$ cat config.mk
export PLATFORM = sky130hd
export DESIGN_NAME = nand_pgm_judge
export DESIGN_NICKNAME = d
export VERILOG_FILES = /design/src/rtl/nand_chk_pkg.sv /design/src/rtl/nand_pgm_judge.sv
export SDC_FILE = /design/constraint.sdc
export NUM_CORES = 1
export LEC_CHECK = 0
export ABC_AREA = 1
export CORE_AREA = 2 2 43 49
export DETAILED_ROUTE_END_ITERATION = 16
export DIE_AREA = 0 0 45 51
export PLACE_DENSITY = 0.81
export SLEW_MARGIN = 15
export SYNTH_ARGS = -nofsm -noshare
export SYNTH_HDL_FRONTEND = slang
export SYNTH_SLANG_ARGS = --single-unit
$ cat constraint.sdc
create_clock -name vclk -period 2.51
set_clock_uncertainty 0.2 [all_clocks]
set_input_delay 0.502 -clock vclk [all_inputs]
set_output_delay 0.502 -clock vclk [all_outputs]
set_load 0.1 [all_outputs]
$ cat src/rtl/nand_chk_pkg.sv
package nand_chk_pkg;
  typedef enum logic [1:0] {
    ERR_NONE  = 2'b00,
    ERR_ORDER = 2'b01,
    ERR_COUNT = 2'b10,
    ERR_RANGE = 2'b11
  } chk_err_t;

  typedef enum logic {
    OP_PROGRAM = 1'b0,
    OP_ERASE   = 1'b1
  } chk_op_t;
endpackage

$ cat src/rtl/nand_pgm_judge.sv
module nand_pgm_judge
  import nand_chk_pkg::*;
#(
  parameter int PAGE_AW      = 7,
  parameter int NXT_W        = 8,
  parameter int CNT_W        = 3,
  parameter int SLC_PAGES    = 64,
  parameter int MLC_PAGES    = 128,
  parameter int SLC_MAX_PROG = 4
) (
  input  logic               blk_mlc,
  input  logic [NXT_W-1:0]   blk_nxt,
  input  logic [CNT_W-1:0]   blk_cnt,
  input  logic [PAGE_AW-1:0] page,
  output chk_err_t           verdict,
  output logic [NXT_W-1:0]   nxt_upd,
  output logic [CNT_W-1:0]   cnt_upd
);
  localparam logic [NXT_W-1:0] SLC_LAST = NXT_W'(SLC_PAGES - 1);
  localparam logic [NXT_W-1:0] MLC_LAST = NXT_W'(MLC_PAGES - 1);
  localparam logic [CNT_W-1:0] SLC_CAP  = CNT_W'(SLC_MAX_PROG);

  function automatic logic [NXT_W-1:0] last_page_of(input logic mlc);
    return mlc ? MLC_LAST : SLC_LAST;
  endfunction

  function automatic logic hits_newest(input logic [NXT_W-1:0] nxt,
                                       input logic [NXT_W-1:0] pg);
    return (nxt != '0) && (pg == nxt - 1'b1);
  endfunction

  logic [NXT_W-1:0] pg_ext;
  assign pg_ext = NXT_W'(page);

  always_comb begin
    verdict = ERR_ORDER;
    nxt_upd = blk_nxt;
    cnt_upd = blk_cnt;
    if (pg_ext > last_page_of(blk_mlc)) begin
      verdict = ERR_RANGE;
    end else if (pg_ext == blk_nxt) begin
      verdict = ERR_NONE;
      nxt_upd = blk_nxt + 1'b1;
      cnt_upd = CNT_W'(1);
    end else if (hits_newest(blk_nxt, pg_ext)) begin
      if (blk_mlc || blk_cnt >= SLC_CAP) begin
        verdict = ERR_COUNT;
      end else begin
        verdict = ERR_NONE;
        cnt_upd = blk_cnt + 1'b1;
      end
    end
  end
endmodule

==> results.md, run 1 <==
* Outcome: stopped before the end
* Last stage: global routing (5_1_grt)
* Tool error: [ERROR DPL-0038] Utilization greater than 100%, impossible to legalize
* Core Rows at 17
* Syn Inst Count at 159
* Initial Utilization at 41.8%
* Largest net degree at the start of global routing at 9
* Gpl congestion at 0.981
* Placed cell count at 239
* Cell area after synthesis at 783 um^2
* HPWL Detailed at 2.67 mm
* Sequential-to-total area share from yosys stat at 0%
* Net Count, Synth at 183
* Chip width at 45 um
* Port buffer count at 32
* Pre-CTS setup slack at -795 ps
* Worst EP kind: top-level output
* Top cell type's share of synthesized area at 30.2%
* Mean Syn Cell Area at 4.93 um^2
* Synth warn at 0
* GR repair worst EP: cnt_upd[1]
* Die height at 51 um
* Ports at 32
* Yosys cell types at 21
* Leading area contributor after synthesis: nand2_1
* Hold_buf cts at 0
* Top cells by area, synth: nand2_1, inv_1, nor2_1, ha_1, xor2_2
cell usage after synthesis:
cell type / instances
nand4_1: 2
ha_1: 5
nand3_1: 9
nor2_4: 1
nand2_2: 3
nor3_1: 2
a31o_2: 1
nor2_1: 23
nor4_4: 1
nor2_2: 2
xor2_1: 2
inv_2: 4
xor2_2: 3
a21oi_1: 2
buf_6: 1
nand2_1: 63
and3_1: 1
xnor2_1: 2
nor4_1: 1
o21ai_0: 7
inv_1: 24
kinds of logic after synthesis:
| group | Yosys count | share of synthesized area, % |
|---|---|---|
| XOR/XNOR | 7 | 10.7 |
| adder cells (fa/ha/maj) | 5 | 7.99 |
| AND/OR/NAND/NOR | 108 | 59.6 |
| buffers and inverters | 29 | 14.9 |
| AO/OA/AOI/OAI | 10 | 6.87 |
repair_timing:
action / 4_1_cts
setup endpoints to repair: 13
pin swaps: 23
setup buffers: 9
gates resized for setup: 91
through the flow:
stage / hold slack, ps / utilization, % / cell area [um^2]
after floorplan: 1060 / - / 942
after global placement: 1560 / 87.1 / 1630
after detailed placement: 1570 / 87.1 / 1630
after CTS: 1260 / 94.7 / 1770
==> run 2, diff against run 1 <==
--- a/config.mk
+++ b/config.mk
@@ -6,10 +6,10 @@
 export NUM_CORES = 1
 export LEC_CHECK = 0
 export ABC_AREA = 1
-export CORE_AREA = 2 2 43 49
+export CORE_AREA = 2 2 63 65
 export DETAILED_ROUTE_END_ITERATION = 16
-export DIE_AREA = 0 0 45 51
-export PLACE_DENSITY = 0.81
+export DIE_AREA = 0 0 65 67
+export PLACE_DENSITY_LB_ADDON = 0.15
 export SLEW_MARGIN = 15
 export SYNTH_ARGS = -nofsm -noshare
 export SYNTH_HDL_FRONTEND = slang
==> results.md, run 2 <==
* CP cell instances: buf_8 > inv_4 > buf_6 > ha_1 > nand2_1 > nor2_1 > nand2_1 > nand2_1 > nor2_1 > nand2_1 > nor2_2 > nand2_2 > buf_4 > buf_6 > o21ai_4 > buf_12
* Total GRT Usage at 13.5%
* Sequential-to-total area share from yosys stat at 0%
* Via count of the first global-routing pass at 1150
* Slew headroom at 76.9%
* DR vias/cell at 4.28
* Placed cell areas at 0.00168 mm^2
* Fin nets at 253
* Gr ovfl total at 0
* Setup Crit Path Kind: primary input to primary output
* Yosys cell types at 21
* Core Area at 0.00361 mm^2
* Fillers at 371
* Core Rows at 22
* DRC marker count from the first detailed-route iteration at 8
* Post-Route Utilization at 50.8%
* Post-synth top cells: nand2_1, inv_1, nor2_1
* Synth warn at 0
* Outcome: finished with violations
* Slew at the pin closest to its max-slew limit at 343 ps
* Crit-path max FO at 3
* DRT antenna net count at 0
* Mean Syn Cell Area at 4.93 um^2
* Fraction of the cycle the final worst path needs at 110%
* VDD IR-drop max at 0.116 mV
* Net Count, Synth at 183
* Cell area after synthesis at 783 um^2
* Most frequent cell after synthesis: nand2_1
* Footprint of the multi-input gates at 897 um^2
* Top cells by area, synth: nand2_1, inv_1, nor2_1, ha_1, xor2_2
* Min Tclk post-route at 2760 ps
* Failing checks: negative setup slack
* DR top layer: met4
* Synth-to-layout area growth at 134%
* Met3 wire len at 132 um
* Port buffer count at 32
* Worst Hold Class: primary input to primary output
* DRC Markers at 0
* Pre-CTS setup slack at -725 ps
* Leak at 0.000897 uW
* First-pass GRT wire length at 4.72 mm
* Die area at 0.00436 mm^2
* DR vias at 1176
* Largest net degree at the start of global routing at 7
* FF/Latch Area at 0 um^2
* Die height at 67 um
* Final slew viol count at 0
* Endpoint type of the worst setup path: primary output
* Design area at 0.00183 mm^2
* Hold_buf cts at 0
* Syn Inst Count at 159
* RSZ-0062 raised after global routing: true
* WL met2 at 1.53 mm
* Number of clock buffers in the layout at 0
* Top cell by count, worst path: nand2_1
* Final WL at 2.86 mm
* Ports at 32
* Chip width at 65 um
* Final sequential cell count at 0
* Leading area contributor after synthesis: nand2_1
* Final setup viols at 12
* Critical Path RT at 1810 ps
* CP peak stage delay at 190 ps
* CP max stage cell: buf_12
* Final Hold Fails at 0
* HPWL Detailed at 2.46 mm
* Initial antenna violation count at 0
* Diodes inserted at 0
* Setup WS post-layout at -254 ps
* Highest clock rate at 0.362 GHz
* 1st-pass router iterations at 2
* Top cell type's share of synthesized area at 30.2%
* Share of cells above drive strength 1 at 53.3%
* PwrDens at 195 mW/mm^2
* DR WL/cell at 10.4 um
* Commonest non-fill, non-tap cell in the layout: nand2_1
* CP arrival at 2060 ps
* Initial Utilization at 21.7%
* Most frequent cells in the layout: nand2_1, buf_4, inv_1, nand2_2
* Crit path launch type: primary input
* Setup TNS at -1780 ps
* Max-cap violations at 0
* Gpl congestion at 0.847
* Metal-1 WL at 1.14 mm
==> run 2: cell counts after synthesis <==
Identical to the previous run, type by type.
==> run 2: per-layer routing <==
metal	global-route usage (%)	vias to the layer above
li1	-	618
met1	14.5	527
met2	28.5	25
met3	1.18	6
met4	2.39	0
met5	0	-
==> run 2: layout make-up <==
type                            instances  area share (%)
Timing Repair Buffer                   69            40.7
Tap cell                               48            3.28
Multi-Input combinational cell        130            49.0
Inverter                               28            7.04
==> run 2: worst max-delay path: cells and delay by family <==
family	cells	cell delay, ps
adders and majority gates	1	180
AOI/OAI and AO/OA	1	130
and+or+nand+nor	8	580
buffers and inverters	6	660
==> run 2: what timing repair did <==
item,in CTS,in global routing
pin swaps,28,15
setup endpoints to repair,13,12
setup buffers,3,2
gates resized for setup,103,7
==> run 2: metrics by stage <==
| step | total power [uW] | instances | hold WS [ps] |
|---|---|---|---|
| 6_report | 357 | 275 | 1290 |
| 5_1_grt | 378 | 275 | 1320 |
| 4_1_cts | 356 | 273 | 1300 |
| 3_5_place_dp | 338 | 270 | 1590 |
| 3_3_place_gp | 335 | 270 | 1570 |
| 2_1_floorplan | 187 | 159 | 1060 |
==> run 2: cells by family (layout without fill, tap and decap cells) <==
logic type               count (synthesis)  in the layout  synth area share (%)
AO/OA/AOI/OAI                           10             10                  6.87
XOR/XNOR                                 7              7                  10.7
AND/OR/NAND/NOR                        108            108                  59.6
buffers and inverters                   29             97                  14.9
adder cells (fa/ha/maj)                  5              5                  7.99
==> run 2: final timing paths <==
path              startpoint         end  cells past startpoint
hold / removal    blk_nxt[2]  nxt_upd[2]                      5
setup / recovery  blk_nxt[0]  verdict[1]                     16
==> run 2: power breakdown <==
group	internal (uW)	total (uW)	switching (uW)	leakage (uW)
combinational	150	357	207	0.000897
clock	0	0	0	0
sequential	0	0	0	0
total	150	357	207	0.000897
Note: power is estimated with default switching activity, not from simulation.
==> run 3, diff against run 2 <==
--- a/config.mk
+++ b/config.mk
@@ -5,7 +5,6 @@
 export SDC_FILE = /design/constraint.sdc
 export NUM_CORES = 1
 export LEC_CHECK = 0
-export ABC_AREA = 1
 export CORE_AREA = 2 2 63 65
 export DETAILED_ROUTE_END_ITERATION = 16
 export DIE_AREA = 0 0 65 67
==> results.md, run 3 <==
* Outcome: finished with violations
* Failing checks: negative setup slack
* Most frequent cell after synthesis: xnor2_1
* Core Rows at 22
* Core Area at 0.00361 mm^2
* Chip width at 65 um
* Crit-path max FO at 3
* DR vias/cell at 4.39
* Gr ovfl total at 0
* Initial Utilization at 17.1%
* Final setup viols at 13
* Share of cells above drive strength 1 at 78.5%
* Diodes inserted at 0
* Fillers at 334
* Most frequent cells in the layout: buf_4, buf_12, xnor2_4, clkbuf_2, nand4_1
* Fin nets at 184
* CP arrival at 2250 ps
* Final slew viol count at 0
* Net Count, Synth at 102
* DRC Markers at 0
* Max-cap violations at 0
* DRC marker count from the first detailed-route iteration at 18
* Yosys cell types at 39
* Synth-to-layout area growth at 206%
* Initial antenna violation count at 0
* DR WL/cell at 13.4 um
* First-pass GRT wire length at 4.47 mm
* Die area at 0.00436 mm^2
* Post-synth top cells: xnor2_1, ha_1, nand2_1, nand4_1
* Via count of the first global-routing pass at 995
* Sequential-to-total area share from yosys stat at 0%
* Leak at 0.000829 uW
* Top cells by area, synth: xnor2_1, ha_1, nand4_1, nor4_2, buf_4
* Final WL at 2.76 mm
* Critical Path RT at 1810 ps
* Number of clock buffers in the layout at 0
* Leading area contributor after synthesis: xnor2_1
* FF/Latch Area at 0 um^2
* Setup Crit Path Kind: primary input to primary output
* Port buffer count at 32
* Hold endpoint: nxt_upd[5]
* Top cell type's share of synthesized area at 18.5%
* Worst Hold Class: primary input to primary output
* DR vias at 904
* Commonest non-fill, non-tap cell in the layout: buf_4
* Highest clock rate at 0.339 GHz
* DRT antenna net count at 0
* Design area at 0.00189 mm^2
* Endpoint type of the worst setup path: primary output
* Slew at the pin closest to its max-slew limit at 281 ps
* HPWL Detailed at 2.06 mm
* Hold path start: blk_nxt[5]
* RSZ-0062 raised after global routing: true
* Setup WS post-layout at -440 ps
* Gpl congestion at 0.814
* Synth warn at 0
* Mean Syn Cell Area at 7.91 um^2
* Die height at 67 um
* Syn Inst Count at 78
* 1st-pass router iterations at 3
* Placed cell count at 187
* Final sequential cell count at 0
* Non-Filler Instances at 206
* Min Tclk post-route at 2950 ps
* Hold_buf cts at 0
* Hold Path Depth at 4
* Placed cell areas at 0.00161 mm^2
* Total GRT Usage at 12.9%
* VDD IR-drop max at 0.0931 mV
* Largest net degree at the start of global routing at 8
* Post-Route Utilization at 52.4%
* Slew headroom at 81.2%
* Final Hold Fails at 0
* Cell area after synthesis at 617 um^2
* Fraction of the cycle the final worst path needs at 118%
* Crit path launch type: primary input
* Ports at 32
* PwrDens at 202 mW/mm^2
-- run 3: cell count changes in the layout (fill, tap and decap cells not counted), sizes merged, moves of 3 or more --
cell    previous run  this run
inv               27         4
xnor2              2        13
o21ai              7         4
nand4              2         5
nand2             66         5
buf               63        69
nand3              9         1
clkbuf             0         9
nor2              26         4
-- run 3: routing by layer --
metal | GRT usage, % | share of wire, %
met5 | 0 | 0
met2 | 26.2 | 57
met1 | 14.9 | 38
met3 | 0.676 | 3.7
met4 | 2.13 | 1.5
-- run 3: report_power, final --
part,internal (uW),switching [uW]
Clock,0,0
Sequential,0,0
Combinational,183,198
Total,183,198
-- run 3: stage by stage --
stage / total power (uW) / setup slack [ps] / hold WS [ps] / setup TNS [ps]
finish: 381 / -440 / 1310 / -3920
global route: 402 / -568 / 1350 / -5290
CTS: 358 / -675 / 1490 / -6750
detailed placement: 324 / -1020 / 1600 / -11560
global placement: 323 / -1030 / 1580 / -11130
floorplan: 180 / -750 / 1000 / -5990
-- run 3: how the worst max path moves through the flow --
| stage | from | to | slack, ps | cells past startpoint |
|---|---|---|---|---|
| floorplan | blk_nxt[0] | cnt_upd[0] | -750 | 8 |
| global placement | blk_nxt[1] | cnt_upd[2] | -1030 | 11 |
| detailed placement | blk_nxt[1] | cnt_upd[2] | -1020 | 11 |
| CTS | blk_nxt[0] | cnt_upd[0] | -670 | 11 |
| global route | blk_nxt[1] | cnt_upd[0] | -570 | 11 |
| finish | blk_nxt[3] | cnt_upd[0] | -440 | 9 |
-- run 3: final cells by class --
class              instances  area [um^2]  area share, %
well taps                 48         60.1           3.18
inverters                  4         40.0           2.12
multi-input cells         70          955           50.6
repair buffers            84          833           44.1
-- run 3: repair_timing --
action | CTS | global route
setup endpoints to repair | 13 | 13
buffers inserted | 17 | 5
gates resized for setup | 44 | 43
pin swaps | 23 | 27
-- run 3: cells by family (layout without fill, tap and decap cells) --
logic type      count (synthesis)  count (layout)  synth area share (%)
compound gates                 16              16                  19.9
xor+xnor                       16              16                  23.9
fa+ha+maj                       5               5                  10.1
buf+inv                         8              88                  7.91
simple gates                   33              33                  38.1
-- run 3: critical path, stage by stage --
cell,delay [ps]
clkbuf_2,110
buf_6,130
nor4_4,310
xnor2_1,170
a41oi_2,180
nor4_4,300
o21ai_2,120
a22oi_2,220
buf_12,200
==> run 4, diff against run 3 <==
--- a/config.mk
+++ b/config.mk
@@ -9,6 +9,7 @@
 export DETAILED_ROUTE_END_ITERATION = 16
 export DIE_AREA = 0 0 65 67
 export PLACE_DENSITY_LB_ADDON = 0.15
+export SETUP_SLACK_MARGIN = 0.2
 export SLEW_MARGIN = 15
 export SYNTH_ARGS = -nofsm -noshare
 export SYNTH_HDL_FRONTEND = slang
==> results.md, run 4 (synthesis gave the netlist of run 3 again) <==
* Outcome: finished with violations
* Failing checks: negative setup slack
* Fraction of the cycle the final worst path needs at 122%
* Synth-to-layout area growth at 216%
* Hold_buf cts at 0
* CP peak stage delay at 240 ps
* Core Rows at 22
* Placed cell count at 187
* Diodes inserted at 0
* First-pass GRT wire length at 4.47 mm
* CP max stage cell: nor3b_4
* Total GRT Usage at 12.9%
* Final Hold Fails at 0
* DRC Markers at 0
* Final slew viol count at 0
* DRC marker count from the first detailed-route iteration at 4
* Max-cap violations at 0
* Chip width at 65 um
* Critical Path RT at 1810 ps
* Final sequential cell count at 0
* Worst Hold Class: primary input to primary output
* Setup WS post-layout at -551 ps
* Pre-CTS setup slack at -1020 ps
* Worst Setup SP: blk_nxt[0]
* Crit-path max FO at 3
* Leak at 0.000859 uW
* DR WL/cell at 13.1 um
* DRT antenna net count at 0
* Non-Filler Instances at 209
* Hold path start: blk_nxt[5]
* Endpoint type of the worst setup path: primary output
* Top delay family on crit path: simple AND/OR/NAND/NOR gates
* Highest clock rate at 0.327 GHz
* Via count of the first global-routing pass at 995
* Largest net degree at the start of global routing at 8
* Ports at 32
* 1st-pass router iterations at 3
* Crit path launch type: primary input
* Gpl congestion at 0.814
* Die height at 67 um
* Port buffer count at 32
* Slew at the pin closest to its max-slew limit at 266 ps
* DR vias/cell at 4.38
* Final setup viols at 13
* VDD IR-drop max at 0.0925 mV
* Share of cells above drive strength 1 at 73.9%
* PwrDens at 199 mW/mm^2
* Initial antenna violation count at 0
* Initial Utilization at 17.1%
* Setup Crit Path Kind: primary input to primary output
* Die area at 0.00436 mm^2
* Final WL at 2.74 mm
* Commonest non-fill, non-tap cell in the layout: buf_4
* DR vias at 916
* CP cell instances: buf_6 > buf_8 > inv_12 > ha_4 > nor3b_4 > and3_2 > o211ai_1 > buf_4 > nor4_4 > o21ai_2 > a22oi_2 > buf_12
* Most frequent cells in the layout: buf_4, buf_12, xnor2_4
* Fillers at 330
* Core Area at 0.00361 mm^2
* Gr ovfl total at 0
* FF/Latch Area at 0 um^2
* Crit path buf inv count at 5
* Min Tclk post-route at 3060 ps
* Hold endpoint: nxt_upd[5]
* Footprint of the multi-input gates at 950 um^2
* Hold Path Depth at 5
* Slew headroom at 82.2%
* HPWL Detailed at 2.06 mm
* CP arrival at 2360 ps
* Fin nets at 187
* Number of clock buffers in the layout at 0
* RSZ-0062 raised after global routing: true
* Setup TNS at -5040 ps
run 4: timing repair:
action / 4_1_cts / 5_1_grt
buffers inserted: 17 / 5
gates resized for setup: 44 / 22
endpoints found under the hold margin: 0 / 0
pin swaps: 23 / 26
endpoints found under the setup margin: 13 / 13
run 4: layout make-up:
cell class	count	share of cell area, %
tap	48	3.08
multi-input combinational	70	48.7
timing repair buffer	87	46.1
inverter	4	2.06
run 4: tightest hold or removal path, stage by stage:
cell	delay, ps
clkbuf_2	110
buf_12	100
buf_4	140
xnor2_4	70
buf_12	160
run 4: stage by stage:
step | total power, uW | utilization (%) | hold WS, ps | instance area, um^2
floorplan | 180 | - | 1000 | 881
global placement | 323 | 44.5 | 1580 | 1610
detailed placement | 324 | 44.5 | 1600 | 1610
CTS | 358 | 50.7 | 1490 | 1830
global route | 408 | 54.0 | 1430 | 1950
finish | 388 | 54.0 | 1390 | 1950
run 4: worst max-delay path by stage:
stage	endpoint	slack, ps	depth (start not counted)
2_1_floorplan	cnt_upd[0]	-750	8
3_3_place_gp	cnt_upd[2]	-1030	11
4_1_cts	cnt_upd[0]	-670	11
6_report	cnt_upd[0]	-550	12
3_5_place_dp	cnt_upd[2]	-1020	11
5_1_grt	cnt_upd[0]	-680	12
run 4: layer usage:
metal | part of all wire, % | GRT usage (%) | up-vias | wire, um
met1 | 39 | 14.9 | 424 | 1060
met5 | 0 | 0 | - | 0
li1 | - | - | 456 | -
met2 | 54 | 26.2 | 28 | 1490
met4 | 2.8 | 2.13 | 0 | 78
met3 | 4.0 | 0.676 | 8 | 110
run 4: report_power, final:
| group | total, uW | switching [uW] | internal [uW] |
|---|---|---|---|
| clock network | 0 | 0 | 0 |
| logic | 388 | 200 | 188 |
| registers | 0 | 0 | 0 |
| total | 388 | 200 | 188 |
